`config.mk`:
```
export PLATFORM = sky130hd
export DESIGN_NAME = adc_frame_aligner
export DESIGN_NICKNAME = d
export VERILOG_FILES = /design/src/rtl/adc_align_pkg.sv /design/src/rtl/adc_bit_shifter.sv /design/src/rtl/adc_align_ctrl.sv /design/src/rtl/adc_sync_monitor.sv /design/src/rtl/adc_frame_aligner.sv
export SDC_FILE = /design/constraint.sdc
export NUM_CORES = 1
export LEC_CHECK = 0
export CAP_MARGIN = 10
export CORE_MARGIN = 1
export CORE_UTILIZATION = 30
export CTS_BUF_LIST = sky130_fd_sc_hd__clkbuf_4 sky130_fd_sc_hd__clkbuf_8 sky130_fd_sc_hd__clkbuf_16
export DETAILED_ROUTE_END_ITERATION = 8
export PLACE_DENSITY = 0.58
export SYNTH_ARGS = -nofsm -noshare
export SYNTH_HDL_FRONTEND = slang
export SYNTH_SLANG_ARGS = --single-unit
export TNS_END_PERCENT = 30
```
`constraint.sdc`:
```
create_clock -name clk -period 2.1 [get_ports clk]
set_clock_uncertainty 0.05 [all_clocks]
set_input_delay 0.42 -clock clk [delete_from_list [all_inputs] [get_ports clk]]
set_output_delay 0.42 -clock clk [all_outputs]
set_load 0.01 [all_outputs]
```
`src/rtl/adc_align_pkg.sv`:
```
package adc_align_pkg;

  typedef enum logic {ST_HUNT, ST_LOCK} align_st_e;

  // Upper half ones, lower half zeros.
  function automatic logic [63:0] deskew_word(input int w);
    logic [63:0] r;
    r = '0;
    for (int i = 0; i < w; i++) r[i] = (i >= w / 2);
    return r;
  endfunction

  // Alternating bits, most significant bit set.
  function automatic logic [63:0] alt_word(input int w);
    logic [63:0] r;
    r = '0;
    for (int i = 0; i < w; i++) r[i] = (((w - 1 - i) % 2) == 0);
    return r;
  endfunction

endpackage

```
`src/rtl/adc_bit_shifter.sv`:
```
module adc_bit_shifter #(
  parameter int WORD_W = 12
) (
  input  logic              clk,
  input  logic              rst,
  input  logic [1:0]        din,
  input  logic              slip,
  output logic              word_stb,
  output logic [WORD_W-1:0] word
);
  localparam int FRAME_CYC = WORD_W / 2;
  localparam int PH_W      = (FRAME_CYC > 1) ? $clog2(FRAME_CYC) : 1;
  localparam logic [PH_W-1:0] PH_LAST = PH_W'(FRAME_CYC - 1);

  logic [WORD_W:0]   hist;
  logic [PH_W-1:0]   phase;
  logic              half;

  function automatic logic [PH_W-1:0] ph_step(input logic [PH_W-1:0] p, input int s);
    int n;
    n = int'(p) + s;
    if (n >= FRAME_CYC) n = n - FRAME_CYC;
    return PH_W'(n);
  endfunction

  // A slip with half=0 takes the word one bit older.
  // A slip with half=1 clears half and captures one cycle early: net one bit older again.
  always_ff @(posedge clk) begin
    if (rst) begin
      hist  <= '0;
      phase <= '0;
      half  <= 1'b0;
    end else begin
      hist <= {hist[WORD_W-2:0], din[1], din[0]};
      if (slip && !half) begin
        half  <= 1'b1;
        phase <= ph_step(phase, 1);
      end else if (slip && half) begin
        half  <= 1'b0;
        phase <= ph_step(phase, 2);
      end else begin
        phase <= ph_step(phase, 1);
      end
    end
  end

  assign word_stb = (phase == PH_LAST);
  assign word     = half ? hist[WORD_W:1] : hist[WORD_W-1:0];

endmodule

```
`src/rtl/adc_align_ctrl.sv`:
```
module adc_align_ctrl
  import adc_align_pkg::*;
#(
  parameter int WORD_W      = 12,
  parameter int WAIT_FRAMES = 2,
  parameter int LOCK_WORDS  = 4,
  parameter int SLIP_LIMIT  = 12
) (
  input  logic              clk,
  input  logic              rst,
  input  logic              restart,
  input  logic              word_stb,
  input  logic [WORD_W-1:0] word,
  output logic              slip,
  output logic              locked,
  output logic              align_err
);
  localparam logic [63:0]       DESK_FULL = deskew_word(WORD_W);
  localparam logic [WORD_W-1:0] DESK      = DESK_FULL[WORD_W-1:0];
  localparam int WT_W = $clog2(WAIT_FRAMES + 1) > 0 ? $clog2(WAIT_FRAMES + 1) : 1;
  localparam int MT_W = $clog2(LOCK_WORDS + 1);
  localparam int SL_W = $clog2(SLIP_LIMIT + 1);

  align_st_e       st;
  logic [WT_W-1:0] wait_cnt;
  logic [MT_W-1:0] match_cnt;
  logic [SL_W-1:0] slip_cnt;
  logic            compare;
  logic            hit;

  assign compare = word_stb && (st == ST_HUNT) && (wait_cnt == '0) && !restart;
  assign hit     = (word == DESK);
  assign slip    = compare && !hit;
  assign locked  = (st == ST_LOCK);

  always_ff @(posedge clk) begin
    if (rst || restart) begin
      st        <= ST_HUNT;
      wait_cnt  <= '0;
      match_cnt <= '0;
      slip_cnt  <= '0;
      align_err <= 1'b0;
    end else if (word_stb && st == ST_HUNT) begin
      if (wait_cnt != '0) begin
        wait_cnt <= wait_cnt - 1'b1;
      end else if (hit) begin
        if (match_cnt == MT_W'(LOCK_WORDS - 1)) begin
          st        <= ST_LOCK;
          match_cnt <= '0;
          slip_cnt  <= '0;
          align_err <= 1'b0;
        end else begin
          match_cnt <= match_cnt + 1'b1;
        end
      end else begin
        match_cnt <= '0;
        wait_cnt  <= WT_W'(WAIT_FRAMES);
        if (slip_cnt == SL_W'(SLIP_LIMIT - 1)) begin
          slip_cnt  <= '0;
          align_err <= 1'b1;
        end else begin
          slip_cnt <= slip_cnt + 1'b1;
        end
      end
    end
  end

endmodule

```
`src/rtl/adc_sync_monitor.sv`:
```
module adc_sync_monitor
  import adc_align_pkg::*;
#(
  parameter int WORD_W = 12,
  parameter int CNT_W  = 8
) (
  input  logic              clk,
  input  logic              rst,
  input  logic              restart,
  input  logic              word_stb,
  input  logic              locked,
  input  logic              sync_chk,
  input  logic [WORD_W-1:0] word,
  output logic [CNT_W-1:0]  err_cnt
);
  localparam logic [63:0]       ALT_FULL = alt_word(WORD_W);
  localparam logic [WORD_W-1:0] ALT      = ALT_FULL[WORD_W-1:0];

  logic bump;
  assign bump = word_stb && locked && sync_chk && (word != ALT) && (err_cnt != '1);

  always_ff @(posedge clk) begin
    if (rst || restart) err_cnt <= '0;
    else if (bump)      err_cnt <= err_cnt + 1'b1;
  end

endmodule

```
`src/rtl/adc_frame_aligner.sv`:
```
module adc_frame_aligner #(
  parameter int WORD_W      = 12,
  parameter int WAIT_FRAMES = 2,
  parameter int LOCK_WORDS  = 4,
  parameter int CNT_W       = 8
) (
  input  logic              clk,
  input  logic              rst,
  input  logic [1:0]        din,
  input  logic              restart,
  input  logic              sync_chk,
  output logic [WORD_W-1:0] sample,
  output logic              sample_vld,
  output logic              locked,
  output logic              align_err,
  output logic [CNT_W-1:0]  sync_err_cnt
);
  logic              word_stb;
  logic [WORD_W-1:0] word;
  logic              slip;

  adc_bit_shifter #(.WORD_W(WORD_W)) u_shift (
    .clk(clk), .rst(rst), .din(din), .slip(slip),
    .word_stb(word_stb), .word(word)
  );

  adc_align_ctrl #(
    .WORD_W(WORD_W), .WAIT_FRAMES(WAIT_FRAMES),
    .LOCK_WORDS(LOCK_WORDS), .SLIP_LIMIT(WORD_W)
  ) u_ctrl (
    .clk(clk), .rst(rst), .restart(restart), .word_stb(word_stb), .word(word),
    .slip(slip), .locked(locked), .align_err(align_err)
  );

  adc_sync_monitor #(.WORD_W(WORD_W), .CNT_W(CNT_W)) u_sync (
    .clk(clk), .rst(rst), .restart(restart), .word_stb(word_stb),
    .locked(locked), .sync_chk(sync_chk), .word(word), .err_cnt(sync_err_cnt)
  );

  always_ff @(posedge clk) begin
    if (rst) begin
      sample     <= '0;
      sample_vld <= 1'b0;
    end else begin
      sample_vld <= word_stb && locked && !restart;
      if (word_stb && locked) sample <= word;
    end
  end

endmodule

```
==> run_results.csv <==
group,metric,value,unit
clock_tree,cts_tree,"built",
critical_path,cp.required,2.28,ns
routing,via_per_inst,4.93,
power,p_leak,0.00101,uW
worst_hold_path,whs_path_depth,2,
logic_synthesis,ys_types,52,
cells_and_area,fillers,809,
routing,wl,5010,um
clock_tree,cts_made_buffers,5,
routing,wire_per_inst,12.6,um
run,maxCapViolations,0,
logic_synthesis,synth_top_family_by_area,"simple AND/OR/NAND/NOR gates",
logic_synthesis,synthTopCellsByArea,"dfxtp_1 40%, ha_1 6.1%, a211oi_1 4.6%, mux2i_1 4.5%, nor2b_1 3.8%",
floorplan,die_h,92.3,um
worst_hold_path,worstHoldPathType,"flop to flop",
sta,hold_violations,0,
critical_path,cp-start-kind,"flop",
floorplan,design.die.area,8520,um^2
routing,first_pass_iters,4,
placed_design,gp_congestion,0.744,
sta,tightest_slew,0.447,ns
worst_hold_path,min_to,"u_ctrl.match_cnt[1]",
critical_path,worstSetupPathType,"flop to flop",
sta,relSlewSlack,0.701,
logic_synthesis,async_flop_share,0,
sta,max_freq,517,MHz
critical_path,r2r_setup_slack,0.16,ns
cells_and_area,final_common_cell,"dfxtp_1",
power,p_int,1230,uW
logic_synthesis,synth-seq-cells,49,
cells_and_area,antennaDiodeCount,0,
logic_synthesis,synth_area,2450,um^2
critical_path,reg2reg_depth,7,
clock_tree,cts_sinks,49,
critical_path,path_buf_inv,1,
power,pwr-share-seq,0.589,
cells_and_area,areaGrowthSynthToFinish,21.4,%
logic_synthesis,synth_nets,282,
outcome,status,"finished clean",
routing,drc,0,
grt,grt_pass1_vias,1858,
grt,overflow,0,
sta,rsz0062_at_grt,"false",
critical_path,path_delay_family,"simple AND/OR/NAND/NOR gates",
placed_design,portBuffers,28,
critical_path,path_cells,"inv_1 > ha_1 > and3_4 > nand2_2 > a31o_4 > or4_1 > a21oi_1",
clock_tree,cts.path.max_buffers,2,
grt,grt_max_degree,31,
power,power.density,545,nW/um^2
power,switchingPower,387,uW
logic_synthesis,ys_seq_area_frac,0.401,
cells_and_area,drive_above_1_share,0.118,
logic_synthesis,yosysTopAreaCell,"dfxtp_1",
logic_synthesis,synth_edf_count,0,
power,clkPwrFrac,0.348,
cells_and_area,final_area,2970,um^2
clock_tree,clk_latency,0.30,ns
sta,period_minus_slack,1.94,ns
floorplan,start_util,0.313,
clock_tree,root_buffer,"clkbuf_8",
critical_path,worst-path-stages,7,
logic_synthesis,synth-compound-area-share,0.190,
clock_tree,post_cts_buffers,0,
sta,setup_viol,0,
grt,grt_pass1_wl,8730,um
logic_synthesis,synth_flop_cell,"dfxtp_1",
power,p_sw_frac,0.239,
placed_design,placed_cell_area,2860,um^2
clock_tree,path_clk_slew,0.09,ns
logic_synthesis,synth_mux_area_frac,0.0496,
logic_synthesis,syn_area_per_cell,9.27,um^2
logic_synthesis,synth_xor_xnor_area_share,0.00716,
critical_path,r2r_start,"u_shift.phase[1]",
power,max-vdd-ir-drop,235,uV
floorplan,pin_count,29,
clock_tree,htreeDepth,2,
logic_synthesis,yosysWarnings,0,
worst_hold_path,min_from,"u_ctrl.match_cnt[1]",
sta,period_share,0.922,
grt,track_usage,0.127,
critical_path,r2r-end,"u_sync.err_cnt[5]",
logic_synthesis,syn_inst,264,
logic_synthesis,yosysTopAreaCellShare,0.401,
floorplan,dieWidth,92.3,um
floorplan,row_count,32,
critical_path,max_stage_delay,0.51,ns
floorplan,coreArea,7810,um^2
cells_and_area,final_util,0.380,
logic_synthesis,synthAdderAreaFrac,0.0614,
sta,tns,0,ns
routing,drtIter0Drc,58,
sta,maxSlewViolCount,0,
cells_and_area,mostFrequentLayoutCells,"47 x dfxtp_1, 28 x clkdlybuf4s50_1, 21 x nor2_1",
logic_synthesis,synth-simple-area-share,0.241,
critical_path,worst-endpoint-arrival,2.12,ns
power,comb_power_share,0.062,
cells_and_area,nets,313,
critical_path,critPathSlowestCell,"or4_1",
routing,num_vias,1964,
routing,ant_nets,0,
grt,antenna_found_initial,0,
critical_path,path_max_fanout,13,
placed_design,place_hpwl,3670,um
critical_path,cp-end-kind,"flop",
power groups by stage:
stage	combinational (uW)	clock [uW]	sequential, uW
final	101	565	955
after global routing	116	628	958
after CTS	101	590	955
after detailed placement	100	0	977
after global placement	99.1	0	977
after floorplan	68.1	0	972
sequential cells by signal (all words and copies together) (netlist names):
signal / cells
u_ctrl.match_cnt: 3
u_ctrl.align_err: 1
u_ctrl.slip_cnt: 4
u_shift.hist: 13
u_ctrl.wait_cnt: 2
sample: 12
u_shift.half: 1
sample_vld: 1
u_ctrl.locked: 1
u_sync.err_cnt: 8
u_shift.phase: 3
cells in the mapped netlist (3+ instances only):
master     n
mux2i_1   11
dfxtp_1   49
ha_1      12
o21ai_0   12
or4_1      7
nor2b_1   15
inv_1      9
a21oi_1   15
and3_1     7
buf_6      4
o31ai_1    6
nand3_1    9
nand2_1   11
clkbuf_1   8
nor2_1    21
a211oi_1  15
nand2b_1   3
a311oi_1   3
nor3_1     3
or3_1      5
logic make-up (layout without fill, tap and decap cells):
group / after synthesis / count (layout)
compound gates: 67 / 67
xor+xnor: 2 / 2
fa+ha+maj: 12 / 12
buf+inv: 23 / 55
flops: 49 / 49
mux: 12 / 12
simple gates: 99 / 99
repair_timing:
action	CTS	global route
gates resized for setup	0	7
hold buffers	0	0
endpoints found under the setup margin	0	9
layout make-up:
type                    count  area (um^2)  share of cell area
inverters                   9         33.8              0.0114
repair buffers             38          368               0.124
well taps                 102          128              0.0430
clock buffers               6         76.3              0.0257
multi-input cells         192         1370               0.460
flip-flops and latches     49          983               0.331
clock inverters             2         15.0             0.00505
how the worst max path moves through the flow:
stage               slack, ns           endpoint              from
CTS                     0.002  u_sync.err_cnt[5]  u_shift.phase[0]
global placement         0.06  u_sync.err_cnt[5]          sync_chk
detailed placement      0.007  u_sync.err_cnt[5]          sync_chk
finish                   0.16  u_sync.err_cnt[5]  u_shift.phase[1]
global route            0.003  u_sync.err_cnt[5]  u_shift.phase[1]
floorplan                0.08  u_sync.err_cnt[5]  u_shift.phase[1]
stage by stage:
step | instances | total power [uW] | setup WS, ns | hold WS [ns]
3_3_place_gp | 390 | 1080 | 0.0639 | 0.394
3_5_place_dp | 390 | 1080 | 0.00677 | 0.403
5_1_grt | 398 | 1700 | 0.00258 | 0.453
2_1_floorplan | 264 | 1040 | 0.0793 | 0.386
6_report | 398 | 1620 | 0.164 | 0.422
4_1_cts | 398 | 1650 | 0.00213 | 0.417
routing by layer:
| layer | global-route usage | vias up | part of all wire |
|---|---|---|---|
| met2 | 0.208 | 28 | 0.45 |
| met1 | 0.167 | 894 | 0.51 |
| met5 | 0 | - | 0 |
| met3 | 0.0181 | 8 | 0.022 |
| met4 | 0.0560 | 0 | 0.017 |
| li1 | - | 1034 | - |
worst min-delay path, stage by stage (launching register included):
cell and delay, ns:
dfxtp_1 0.33, nand2_1 0.05, a21oi_1 0.05
Note: power is estimated with default switching activity, not from simulation.
